$ cat src/rtl/psfb_pkg.sv
package psfb_pkg;
  // Smallest switching period the timebase accepts.
  localparam int MIN_PERIOD = 4;
  // Leg index used by the generate loop in the top.
  localparam int LEG_LEFT  = 0;
  localparam int LEG_RIGHT = 1;
  localparam int NUM_LEGS  = 2;
endpackage

$ cat src/rtl/psfb_timebase.sv
module psfb_timebase
  import psfb_pkg::*;
#(
  parameter int CNT_W = 16,
  parameter int DT_W  = 8
) (
  input  logic             clk,
  input  logic             rst,
  input  logic [CNT_W-1:0] period_in,
  input  logic [CNT_W-1:0] phase_in,
  input  logic [DT_W-1:0]  dt_left_in,
  input  logic [DT_W-1:0]  dt_right_in,
  output logic [CNT_W-1:0] cnt_q,
  output logic [CNT_W-1:0] per_q,
  output logic [CNT_W-1:0] half_q,
  output logic [CNT_W-1:0] ph_q,
  output logic [DT_W-1:0]  dtl_q,
  output logic [DT_W-1:0]  dtr_q
);
  localparam logic [CNT_W-1:0] PER_FLOOR = CNT_W'(MIN_PERIOD);

  logic [CNT_W-1:0] per_c, half_c, ph_c;
  logic             wrap;

  // Clamp the incoming command set before it is shadowed.
  always_comb begin
    per_c  = (period_in < PER_FLOOR) ? PER_FLOOR : period_in;
    half_c = per_c >> 1;
    ph_c   = (phase_in > half_c) ? half_c : phase_in;
  end

  assign wrap = (cnt_q == per_q - CNT_W'(1));

  always_ff @(posedge clk) begin
    if (rst || wrap) begin
      cnt_q  <= '0;
      per_q  <= per_c;
      half_q <= half_c;
      ph_q   <= ph_c;
      dtl_q  <= dt_left_in;
      dtr_q  <= dt_right_in;
    end else begin
      cnt_q  <= cnt_q + CNT_W'(1);
    end
  end
endmodule

$ cat src/rtl/psfb_phase.sv
module psfb_phase #(
  parameter int CNT_W = 16
) (
  input  logic [CNT_W-1:0] cnt,
  input  logic [CNT_W-1:0] per,
  input  logic [CNT_W-1:0] half,
  input  logic [CNT_W-1:0] ph,
  output logic             raw_l,
  output logic             raw_r
);
  logic [CNT_W:0] rpos;

  // Position of the right leg inside its own (lagging) period.
  always_comb begin
    if (cnt >= ph) rpos = {1'b0, cnt - ph};
    else           rpos = {1'b0, cnt} + {1'b0, per} - {1'b0, ph};
    raw_l = (cnt < half);
    raw_r = (rpos < {1'b0, half});
  end
endmodule

$ cat src/rtl/psfb_leg.sv
module psfb_leg #(
  parameter int DT_W = 8
) (
  input  logic            clk,
  input  logic            rst,
  input  logic            dis,
  input  logic            raw,
  input  logic [DT_W-1:0] dt,
  output logic            hi_d,
  output logic            lo_d,
  output logic            hi_q,
  output logic            lo_q
);
  localparam logic [DT_W:0] AGE_MAX = {1'b1, {DT_W{1'b0}}};
  localparam logic [DT_W:0] AGE_ONE = (DT_W+1)'(1);

  logic          raw_q;
  logic [DT_W:0] age_q, run;
  logic          pass;

  // run counts the cycles the raw drive has held its present value,
  // including this one; the gate opens once run exceeds the dead-time.
  always_comb begin
    if (raw != raw_q)         run = AGE_ONE;
    else if (age_q == AGE_MAX) run = age_q;
    else                      run = age_q + AGE_ONE;
    pass = (run > {1'b0, dt});
    hi_d = !dis &&  raw && pass;
    lo_d = !dis && !raw && pass;
  end

  always_ff @(posedge clk) begin
    if (rst) begin
      raw_q <= 1'b0;
      age_q <= '0;
      hi_q  <= 1'b0;
      lo_q  <= 1'b0;
    end else begin
      raw_q <= raw;
      age_q <= run;
      hi_q  <= hi_d;
      lo_q  <= lo_d;
    end
  end
endmodule

$ cat src/rtl/psfb_pwm.sv
module psfb_pwm
  import psfb_pkg::*;
#(
  parameter int CNT_W = 16,
  parameter int DT_W  = 8
) (
  input  logic             clk,
  input  logic             rst,
  input  logic             dis,
  input  logic [CNT_W-1:0] period_in,
  input  logic [CNT_W-1:0] phase_in,
  input  logic [DT_W-1:0]  dt_left_in,
  input  logic [DT_W-1:0]  dt_right_in,
  output logic             gl_hi,
  output logic             gl_lo,
  output logic             gr_hi,
  output logic             gr_lo,
  output logic             diag_a,
  output logic             diag_b
);
  logic [CNT_W-1:0]    cnt_s, per_s, half_s, ph_s;
  logic [DT_W-1:0]     dtl_s, dtr_s;
  logic [NUM_LEGS-1:0] raw_v, hi_d, lo_d, hi_q, lo_q;
  logic [DT_W-1:0]     dt_v [NUM_LEGS];

  psfb_timebase #(.CNT_W(CNT_W), .DT_W(DT_W)) i_tb (
    .clk(clk), .rst(rst),
    .period_in(period_in), .phase_in(phase_in),
    .dt_left_in(dt_left_in), .dt_right_in(dt_right_in),
    .cnt_q(cnt_s), .per_q(per_s), .half_q(half_s), .ph_q(ph_s),
    .dtl_q(dtl_s), .dtr_q(dtr_s)
  );

  psfb_phase #(.CNT_W(CNT_W)) i_ph (
    .cnt(cnt_s), .per(per_s), .half(half_s), .ph(ph_s),
    .raw_l(raw_v[LEG_LEFT]), .raw_r(raw_v[LEG_RIGHT])
  );

  assign dt_v[LEG_LEFT]  = dtl_s;
  assign dt_v[LEG_RIGHT] = dtr_s;

  for (genvar g = 0; g < NUM_LEGS; g++) begin : g_leg
    psfb_leg #(.DT_W(DT_W)) i_leg (
      .clk(clk), .rst(rst), .dis(dis),
      .raw(raw_v[g]), .dt(dt_v[g]),
      .hi_d(hi_d[g]), .lo_d(lo_d[g]),
      .hi_q(hi_q[g]), .lo_q(lo_q[g])
    );
  end

  // Overlap flags registered alongside the gates so they align exactly.
  always_ff @(posedge clk) begin
    if (rst) begin
      diag_a <= 1'b0;
      diag_b <= 1'b0;
    end else begin
      diag_a <= hi_d[LEG_LEFT] & lo_d[LEG_RIGHT];
      diag_b <= lo_d[LEG_LEFT] & hi_d[LEG_RIGHT];
    end
  end

  assign gl_hi = hi_q[LEG_LEFT];
  assign gl_lo = lo_q[LEG_LEFT];
  assign gr_hi = hi_q[LEG_RIGHT];
  assign gr_lo = lo_q[LEG_RIGHT];
endmodule

$ cat config.mk
export PLATFORM = sky130hd
export DESIGN_NAME = psfb_pwm
export DESIGN_NICKNAME = d
export VERILOG_FILES = /design/src/rtl/psfb_pkg.sv /design/src/rtl/psfb_timebase.sv /design/src/rtl/psfb_phase.sv /design/src/rtl/psfb_leg.sv /design/src/rtl/psfb_pwm.sv
export SDC_FILE = /design/constraint.sdc
export NUM_CORES = 1
export LEC_CHECK = 0
export CAP_MARGIN = 20
export CELL_PAD_IN_SITES_DETAIL_PLACEMENT = 1
export CELL_PAD_IN_SITES_GLOBAL_PLACEMENT = 1
export CORE_AREA = 5 5 103 154
export DETAILED_ROUTE_END_ITERATION = 10
export DIE_AREA = 0 0 108 159
export DONT_BUFFER_PORTS = 1
export GPL_TIMING_DRIVEN = 0
export PLACE_DENSITY_LB_ADDON = 0.1
export SLEW_MARGIN = 20
export SYNTH_ARGS = -nofsm -noshare
export SYNTH_HDL_FRONTEND = slang
export SYNTH_SLANG_ARGS = --single-unit
export TNS_END_PERCENT = 1
$ cat constraint.sdc
create_clock -name clk -period 10 [get_ports clk]
set_clock_uncertainty 0.15 [all_clocks]
set_input_delay 1.5 -clock clk [delete_from_list [all_inputs] [get_ports clk]]
set_output_delay 1.5 -clock clk [all_outputs]
set_load 0.02 [all_outputs]
==> results.sh, run 1 <==
export IMPL_clk_pin_slew_ns=0.07
export IMPL_nets=1024
export IMPL_cts_root_buf="clkbuf_16"
export IMPL_startpoint_type="register"
export IMPL_numCtsBuffers=9
export IMPL_synth_async_sr_flop_share=0
export IMPL_fill_cells=1671
export IMPL_netlist_area_mm2=0.00758
export IMPL_cts_tree="built"
export IMPL_worstSetupPathType="reg -> reg"
export IMPL_maxSlewHeadroom=0.348
export IMPL_synth_edf_count=48
export IMPL_drc=0
export IMPL_ios=57
export IMPL_areaGrowthSynthToFinish_pct=7.73
export IMPL_yosys_area_top_type="edfxtp_1"
export IMPL_antenna_left=0
export IMPL_grt_max_degree=58
export IMPL_die_h_um=159
export IMPL_r2r_setup_slack_ns=2.71
export IMPL_yosysTopAreaCellShare=0.190
export IMPL_finish_utilization=0.570
export IMPL_cts_num_sinks=90
export IMPL_wire_per_inst_um=19.7
export IMPL_io_buffers=0
export IMPL_setup_tns_ns=0
export IMPL_routed_wl_um=20900
export IMPL_worst_setup_path_end_kind="register"
export IMPL_htreeDepth=3
export IMPL_finalSetupViolCount=0
export IMPL_post_cts_buffers=0
export IMPL_ys_top_cells_by_area="edfxtp_1 (19%), ha_1 (16%), dfxtp_1 (11%)"
export IMPL_drive_above_1_share=0.0579
export IMPL_synth_seq_area_share=0.301
export IMPL_cts_buffer_depth=2
export IMPL_post_cts_resized=0
export IMPL_rows=54
export IMPL_synth_ff_latch_count=90
export IMPL_max_slew_worst_pin_slew_ns=0.968
export IMPL_drt_iter0_drc=198
export IMPL_die_area_mm2=0.0172
export IMPL_hold_viol_final=0
export IMPL_multiInputGateArea_mm2=0.00476
export IMPL_grt_pass1_vias=6966
export IMPL_status="finished clean"
export IMPL_core_mm2=0.0143
export IMPL_cp_required_ns=10.08
export IMPL_avgSynthCellArea_um2=8.93
export IMPL_ctsHoldBuffers=0
export IMPL_p_per_area_mw_per_mm2=135
export IMPL_ys_flop_type="edfxtp_1"
export IMPL_arrival_ns=7.37
export IMPL_yosys_cell_types_count=59
export IMPL_rsz0062_at_grt="false"
export IMPL_clkLatencyLatePin_ns=0.35
export IMPL_num_vias=6160
export IMPL_register_area_mm2=0.00228
export IMPL_p_leak_nw=3.63
export IMPL_final_period_utilization=0.729
export IMPL_vias_per_cell=5.81
export IMPL_hold_path_class="reg -> reg"
export IMPL_cap_violations=0
export IMPL_ir_worst_vdd_uv=112
export IMPL_slew_viol_final=0
export IMPL_post_dp_hpwl_um=17000
export IMPL_cp_num_buf_inv=3
export IMPL_ys_warn_count=0
export IMPL_die_x_um=108
export IMPL_max_stage_delay_ns=0.56
export IMPL_antenna_found_initial=0
export IMPL_syn_nets=1013
export IMPL_critPathMaxFanout=10
export IMPL_firstDrtPassIters=4
export IMPL_critPathTopFamily="compound AO/OA/AOI/OAI gates"
export IMPL_crit_path_top_delay_cell="dfxtp_1"
export IMPL_fmax_ghz=0.137
export IMPL_min_period_ns=7.29
export IMPL_overflow=0
export IMPL_synthCells=848
export IMPL_grt_usage=0.249
export IMPL_n_antenna_cell=0
export IMPL_gp_congestion=0.873
export IMPL_grt_first_pass_wirelength_um=34100
export IMPL_start_util=0.529
[report_power, final]
part	switching (mW)	internal, mW
Combinational	0.178	0.129
Clock	0.148	0.222
Sequential	0.0164	0.408
Total	0.342	0.759
[final cells by class]
class	instances	share of cell area
tap	196	0.0300
multi-input combinational	614	0.583
clock buffer	9	0.0276
sequential	90	0.280
clock inverter	7	0.0123
inverter	120	0.0552
buffer	24	0.0121
[synth_stat cells (all sizes together), types with 17 or more instances]
cell	count
nand4	17
nor4	21
clkbuf	22
inv	120
ha	97
nand3	25
a21oi	52
xor2	32
o21ai	42
nand2	41
xnor2	48
nor3	34
nor2	54
dfxtp	42
fa	17
edfxtp	48
[registers in the layout, indices dropped and copies added, names as in the netlist, 2 cells and up]
signal             count
g_leg.i_leg.age_q     18
i_tb.cnt_q            16
i_tb.per_q            16
i_tb.ph_q             16
i_tb.dtl_q             8
i_tb.dtr_q             8
g_leg.i_leg.hi_q       2
g_leg.i_leg.lo_q       2
g_leg.i_leg.raw_q      2
[placed cells by master, fill, tap and decap left out, drive strengths merged, types with 3 or more instances in the layout]
master,Yosys,routed
a21oi,52,52
dfxtp,42,42
mux2i,3,3
nand4,17,17
o21a,9,9
ha,97,97
a21o,16,16
nor3,34,34
nand3,25,25
o21bai,3,3
o31a,4,4
clkbuf,22,31
nor2,54,54
nor2b,8,8
mux2,16,16
o211ai,3,3
a211oi,5,5
and4,4,4
a31o,3,3
edfxtp,48,48
inv,120,123
and3,8,8
o21ai,42,42
nand2b,8,8
fa,17,17
nor4,21,21
nand2,41,41
xor2,32,32
and2,7,7
a31oi,9,9
or4,3,3
xnor2,48,48
[final timing paths]
kind                 start                   to  depth (start not counted)
max          i_tb.cnt_q[1]  g_leg[1].i_leg.hi_q                         32
min reg2reg  i_tb.cnt_q[0]        i_tb.cnt_q[0]                          1
max reg2reg  i_tb.cnt_q[1]  g_leg[1].i_leg.hi_q                         32
min          i_tb.cnt_q[0]        i_tb.cnt_q[0]                          1
[logic make-up (layout without fill, tap and decap cells)]
family,count (synthesis),count (layout),share of synthesized area
and+or+nand+nor,237,237,0.162
AOI/OAI and AO/OA,163,163,0.139
adders and majority gates,114,114,0.205
xor gates and xnor gates,80,80,0.0925
buffers and inverters,144,160,0.0720
muxes,19,19,0.0277
other,1,1,0.000495
DFF,90,90,0.301
[stage by stage]
stage          hold slack [ns]  setup slack, ns  power [mW]  std cells  area [um2]
3_3_place_gp             0.354             2.95       0.718       1044        7820
2_1_floorplan            0.319             3.81       0.654        848        7580
4_1_cts                  0.386             2.68        1.11       1060        8150
3_5_place_dp             0.368             2.75       0.736       1044        7830
6_report                 0.390             2.71        1.10       1060        8160
5_1_grt                  0.413             2.16        1.17       1060        8160
[metal layers]
| layer | global-route usage | wire length [um] |
|---|---|---|
| met1 | 0.257 | 7880 |
| met2 | 0.475 | 11400 |
| met3 | 0.0491 | 755 |
| met4 | 0.106 | 875 |
| met5 | 0 | 0 |
Power figures use the tool's default switching activity.
==> run 2: changes to the inputs <==
--- a/config.mk
+++ b/config.mk
@@ -8,9 +8,9 @@
 export CAP_MARGIN = 20
 export CELL_PAD_IN_SITES_DETAIL_PLACEMENT = 1
 export CELL_PAD_IN_SITES_GLOBAL_PLACEMENT = 1
-export CORE_AREA = 5 5 103 154
+export CORE_AREA = 5 5 107 159
 export DETAILED_ROUTE_END_ITERATION = 10
-export DIE_AREA = 0 0 108 159
+export DIE_AREA = 0 0 112 164
 export DONT_BUFFER_PORTS = 1
 export GPL_TIMING_DRIVEN = 0
 export PLACE_DENSITY_LB_ADDON = 0.1
==> constraint.sdc (replaced) <==
create_clock -name clk -period 7.6 [get_ports clk]
set_clock_uncertainty 0.15 [all_clocks]
set_input_delay 1.14 -clock clk [delete_from_list [all_inputs] [get_ports clk]]
set_output_delay 1.14 -clock clk [all_outputs]
set_load 0.02 [all_outputs]
==> run 2 against run 1 <==
Against the previous run: sequential cell count did not move; global-route usage shrank 1.6 points; routed wire length about the same; via count grew 0.11%; clock power up 30%; cell area grew 0.38%; first-iteration DRC count down 18%.
==> results.sh, run 2 (same netlist as run 1, synthesis figures left out) <==
export IMPL_status="finished clean"
export IMPL_grt_usage=0.233
export IMPL_ios=57
export IMPL_n_antenna_cell=0
export IMPL_setup_tns_ns=0
export IMPL_drc=0
export IMPL_rows=56
export IMPL_startpoint_type="register"
export IMPL_grt_max_degree=58
export IMPL_htreeDepth=3
export IMPL_vias_per_cell=5.78
export IMPL_final_common_cell="inv_1"
export IMPL_hold_viol_final=0
export IMPL_overflow=0
export IMPL_use_met3=0.0383
export IMPL_final_cells=1067
export IMPL_worst_setup_path_end_kind="register"
export IMPL_die_x_um=112
export IMPL_core_mm2=0.0155
export IMPL_regMostFlops="g_leg.i_leg.age_q"
export IMPL_rsz0062_at_grt="false"
export IMPL_max_stage_delay_ns=0.52
export IMPL_cts_buffer_depth=2
export IMPL_finish_utilization=0.529
export IMPL_cts_root_buf="clkbuf_16"
export IMPL_arrival_ns=7.16
export IMPL_max_slew_worst_pin_slew_ns=1.03
export IMPL_antenna_left=0
export IMPL_largest_reg_flops=18
export IMPL_start_util=0.489
export IMPL_clkLatencyLatePin_ns=0.34
export IMPL_clk_pin_slew_ns=0.07
export IMPL_grt_pass1_vias=6918
export IMPL_cp_required_ns=7.67
export IMPL_cap_violations=0
export IMPL_num_vias=6167
export IMPL_p_per_area_mw_per_mm2=176
export IMPL_drive_above_1_share=0.0648
export IMPL_gp_congestion=0.890
export IMPL_mostFrequentLayoutCells="inv_1 (120), ha_1 (97), nor2_1 (54)"
export IMPL_hold_path_class="reg -> reg"
export IMPL_wire_per_inst_um=19.5
export IMPL_preCtsSetupSlack_ns=0.0695
export IMPL_die_h_um=164
export IMPL_dpl_cell_count=1051
export IMPL_use_met1=0.228
export IMPL_worst_slack_ns=0.513
export IMPL_io_buffers=0
export IMPL_firstDrtPassIters=4
export IMPL_grt_busiest_layer="met2"
export IMPL_grt_first_pass_wirelength_um=33900
export IMPL_final_period_utilization=0.933
export IMPL_routed_wl_um=20900
export IMPL_p_leak_nw=3.62
export IMPL_cts_tree="built"
export IMPL_use_met2=0.461
export IMPL_min_period_ns=7.09
export IMPL_critPathMaxFanout=10
export IMPL_slew_viol_final=0
export IMPL_nets=1024
export IMPL_crit_path_top_delay_cell="fa_1"
export IMPL_fmax_ghz=0.141
export IMPL_drt_iter0_drc=163
export IMPL_ctsHoldBuffers=0
export IMPL_cts_num_sinks=90
export IMPL_worstSetupPathType="reg -> reg"
export IMPL_ir_worst_vdd_uv=129
export IMPL_numCtsBuffers=9
export IMPL_cp_common_cell="o21ai_0"
export IMPL_post_dp_hpwl_um=17400
export IMPL_areaGrowthSynthToFinish_pct=8.14
export IMPL_maxSlewHeadroom=0.306
export IMPL_antenna_found_initial=0
export IMPL_die_area_mm2=0.0184
export IMPL_finalSetupViolCount=0
-- run 2: critical path, delay by kind of cell (launching register included) --
kind,cells,cell delay [ns]
and+or+nand+nor,7,0.88
adders and majority gates,4,1.45
xor gates and xnor gates,1,0.14
buffers and inverters,3,0.36
DFF,1,0.41
AOI/OAI and AO/OA,17,3.56
-- run 2: area by class of cell --
cell class / count / area (um2)
fillers: 1825 / 7290
well taps: 203 / 254
clock inverters: 6 / 88.8
repair buffers: 1 / 7.51
multi-input cells: 614 / 4770
clock buffers: 10 / 239
plain buffers: 23 / 95.1
flip-flops and latches: 90 / 2290
inverters: 120 / 450
-- run 2: metal layers --
| layer | wire (um) | share of wire | vias to the layer above |
|---|---|---|---|
| met5 | 0 | 0 | - |
| met4 | 1050 | 0.050 | 0 |
| met3 | 687 | 0.033 | 56 |
| met2 | 11500 | 0.55 | 125 |
| met1 | 7620 | 0.37 | 3006 |
| li1 | - | - | 2980 |
-- run 2: worst paths after layout --
path | startpoint | to | slack, ns | cells after the start
hold reg to reg | i_tb.cnt_q[0] | i_tb.cnt_q[0] | 0.39 | 1
hold / removal | i_tb.cnt_q[0] | i_tb.cnt_q[0] | 0.39 | 1
setup / recovery | i_tb.per_q[4] | g_leg[1].i_leg.hi_q | 0.51 | 32
setup reg to reg | i_tb.per_q[4] | g_leg[1].i_leg.hi_q | 0.51 | 32
-- run 2: where the power goes --
part           switching, mW  leakage (nW)  internal [mW]
Clock                  0.185         0.157          0.298
Combinational          0.231          2.65          0.171
Sequential            0.0223         0.811          0.538
Total                  0.438          3.62           1.01
-- run 2: through the flow --
step                      power, mW  hold WS, ns  area (um2)
after floorplan               0.861        0.319        7580
after global placement        0.946        0.355        7830
after detailed placement      0.967        0.377        7830
after CTS                      1.45        0.390        8160
after global routing           1.54        0.417        8190
final                          1.44        0.386        8190
-- run 2: timing repair --
item / 4_1_cts / 5_1_grt
setup endpoints to repair: 0 / 4
gates resized for setup: 0 / 8
setup buffers: 0 / 1
==> run 3: changes to the inputs <==
--- a/config.mk
+++ b/config.mk
@@ -5,12 +5,13 @@
 export SDC_FILE = /design/constraint.sdc
 export NUM_CORES = 1
 export LEC_CHECK = 0
+export ABC_AREA = 1
 export CAP_MARGIN = 20
 export CELL_PAD_IN_SITES_DETAIL_PLACEMENT = 1
 export CELL_PAD_IN_SITES_GLOBAL_PLACEMENT = 1
-export CORE_AREA = 5 5 107 159
+export CORE_AREA = 5 5 109 162
 export DETAILED_ROUTE_END_ITERATION = 10
-export DIE_AREA = 0 0 112 164
+export DIE_AREA = 0 0 114 167
 export DONT_BUFFER_PORTS = 1
 export GPL_TIMING_DRIVEN = 0
 export PLACE_DENSITY_LB_ADDON = 0.1
==> run 3 against run 2 <==
Against the previous run: hold slack worse by 0.051 ns; largest power group unchanged; critical path depth increased by 4; combinational power about the same; clock power hardly changed; die area grew 3.6%; register-to-register slack better by 0.77 ns.
==> results.sh, run 3 <==
export IMPL_post_cts_buffers=0
export IMPL_areaGrowthSynthToFinish_pct=7.59
export IMPL_routed_wl_um=19700
export IMPL_grt_pass1_vias=7015
export IMPL_die_x_um=114
export IMPL_drc=0
export IMPL_io_buffers=0
export IMPL_numCtsBuffers=9
export IMPL_rsz0062_at_grt="false"
export IMPL_route_met3_wl_um=607
export IMPL_switching_share=0.321
export IMPL_final_period_utilization=0.831
export IMPL_hp_start="i_tb.cnt_q[0]"
export IMPL_overflow=0
export IMPL_fill_cells=2074
export IMPL_post_cts_resized=0
export IMPL_hold_path_class="reg -> reg"
export IMPL_cp_required_ns=7.66
export IMPL_die_area_mm2=0.0190
export IMPL_drive_above_1_share=0.0541
export IMPL_ctsHoldBuffers=0
export IMPL_grt_usage=0.216
export IMPL_power_frac_seq=0.386
export IMPL_core_mm2=0.0160
export IMPL_clkLatencyLatePin_ns=0.34
export IMPL_max_stage_delay_ns=0.54
export IMPL_syn_nets=1165
export IMPL_synth_seq_area_share=0.297
export IMPL_max_slew_worst_pin_slew_ns=0.805
export IMPL_clk_pin_slew_ns=0.07
export IMPL_wire_per_inst_um=16.1
export IMPL_intPower_mw=0.982
export IMPL_vias_per_cell=5.22
export IMPL_cap_violations=0
export IMPL_grt_max_degree=58
export IMPL_regMostFlops="g_leg.i_leg.age_q"
export IMPL_p_per_area_mw_per_mm2=175
export IMPL_antenna_left=0
export IMPL_finalSetupViolCount=0
export IMPL_htreeDepth=3
export IMPL_worst_setup_path_end_kind="register"
export IMPL_nets=1176
export IMPL_ys_top_cells_by_area="edfxtp_1 (19%), ha_1 (16%), dfxtp_1 (11%)"
export IMPL_p_clk_frac=0.335
export IMPL_final_cell_area_mm2=0.00826
export IMPL_cts_root_buf="clkbuf_16"
export IMPL_startpoint_type="register"
export IMPL_arrival_ns=6.37
export IMPL_ios=57
export IMPL_yosysTopAreaCellShare=0.188
export IMPL_synth_edf_count=48
export IMPL_cts_buffer_depth=2
export IMPL_yosys_area_top_type="edfxtp_1"
export IMPL_synth_common_cells="inv_1 (195), nand2_1 (172), ha_1 (97), nor2_1 (75), a21oi_1 (64)"
export IMPL_critPathLaunch="i_tb.cnt_q[2]"
export IMPL_critPathTopFamily="simple AND/OR/NAND/NOR gates"
export IMPL_p_sw_mw=0.465
export IMPL_gp_congestion=0.835
export IMPL_critPathMaxFanout=10
export IMPL_cp_common_cell="inv_1"
export IMPL_n_antenna_cell=0
export IMPL_maxSlewHeadroom=0.459
export IMPL_firstDrtPassIters=4
export IMPL_ys_flop_type="edfxtp_1"
export IMPL_mostFrequentLayoutCells="inv_1 (195), nand2_1 (172), ha_1 (97)"
export IMPL_wl_met2_um=11100
export IMPL_grt_first_pass_wirelength_um=32800
export IMPL_antenna_found_initial=0
export IMPL_dpl_cell_area_mm2=0.00794
export IMPL_reg2reg_from="i_tb.cnt_q[2]"
export IMPL_ys_warn_count=0
export IMPL_start_util=0.478
export IMPL_netlist_area_mm2=0.00768
export IMPL_hold_viol_final=0
export IMPL_setup_tns_ns=0
export IMPL_cts_num_sinks=90
export IMPL_yosys_cell_types_count=43
export IMPL_fmax_ghz=0.158
export IMPL_p_leak_nw=3.96
export IMPL_combinationalPowerShare=0.279
export IMPL_post_dp_hpwl_um=16800
export IMPL_worstSetupPathType="reg -> reg"
export IMPL_top_layer_used="met4"
export IMPL_cts_tree="built"
export IMPL_largest_reg_flops=18
export IMPL_finish_utilization=0.515
export IMPL_drt_iter0_drc=188
export IMPL_slew_viol_final=0
export IMPL_synth_most_common_cell="inv_1"
export IMPL_synth_ff_latch_count=90
export IMPL_wl_met1_um=7480
export IMPL_min_period_ns=6.32
export IMPL_final_common_cell="inv_1"
export IMPL_num_vias=6383
export IMPL_cp_num_buf_inv=7
export IMPL_die_h_um=167
export IMPL_synth_async_sr_flop_share=0
export IMPL_synthCells=1000
export IMPL_ir_worst_vdd_uv=141
export IMPL_status="finished clean"
export IMPL_rows=57
export IMPL_avgSynthCellArea_um2=7.68
export IMPL_crit_path_top_delay_cell="fa_1"
[run 3: final cells by class]
type | instances | area (um2) | share of cell area
buffer | 23 | 108 | 0.0130
clock inverter | 7 | 100 | 0.0121
tap | 206 | 258 | 0.0312
inverter | 196 | 736 | 0.0891
sequential | 90 | 2280 | 0.276
clock buffer | 9 | 225 | 0.0273
multi-input combinational | 691 | 4550 | 0.551
[run 3: logic make-up (layout without fill, tap and decap cells)]
kind of cell | count (synthesis) | count (layout) | synth area share
buf+inv | 219 | 235 | 0.110
flops | 90 | 90 | 0.297
simple gates | 374 | 374 | 0.219
xor+xnor | 60 | 60 | 0.0684
mux | 3 | 3 | 0.00391
fa+ha+maj | 114 | 114 | 0.202
compound gates | 139 | 139 | 0.0983
other cells | 1 | 1 | 0.000488
[run 3: path summary, 6_finish.rpt]
kind         slack (ns)  cells after the start             endpoint
max                1.28                     36  g_leg[1].i_leg.lo_q
min                0.33                      1        i_tb.cnt_q[0]
max reg2reg        1.28                     36  g_leg[1].i_leg.lo_q
min reg2reg        0.33                      1        i_tb.cnt_q[0]
[run 3: power groups by stage]
| stage | registers, mW | clock network [mW] | logic [mW] |
|---|---|---|---|
| 6_report | 0.559 | 0.485 | 0.404 |
| 5_1_grt | 0.562 | 0.518 | 0.472 |
| 4_1_cts | 0.559 | 0.496 | 0.410 |
| 3_5_place_dp | 0.570 | 0 | 0.406 |
| 3_3_place_gp | 0.569 | 0 | 0.394 |
| 2_1_floorplan | 0.563 | 0 | 0.305 |
[run 3: metal layers]
metal,global-route usage,up-vias
li1,-,3236
met4,0.0749,0
met2,0.425,74
met3,0.0403,33
met5,0,-
met1,0.222,3040
[run 3: through the flow]
step / cells / worst slack (ns) / hold slack (ns) / total power [mW]
CTS: 1222 / 1.19 / 0.342 / 1.47
global placement: 1206 / 1.42 / 0.314 / 0.963
detailed placement: 1206 / 1.24 / 0.327 / 0.976
finish: 1222 / 1.28 / 0.335 / 1.45
global route: 1222 / 0.536 / 0.373 / 1.55
floorplan: 1000 / 2.47 / 0.288 / 0.868
[run 3: worst reg2reg max path: cells and delay by family, from the launching register on]
| kind | cells | cell delay, ns |
|---|---|---|
| AND/OR/NAND/NOR | 13 | 1.78 |
| AO/OA/AOI/OAI | 12 | 1.64 |
| adder cells (fa/ha/maj) | 4 | 1.43 |
| buffers and inverters | 7 | 0.69 |
| flip-flops | 1 | 0.48 |
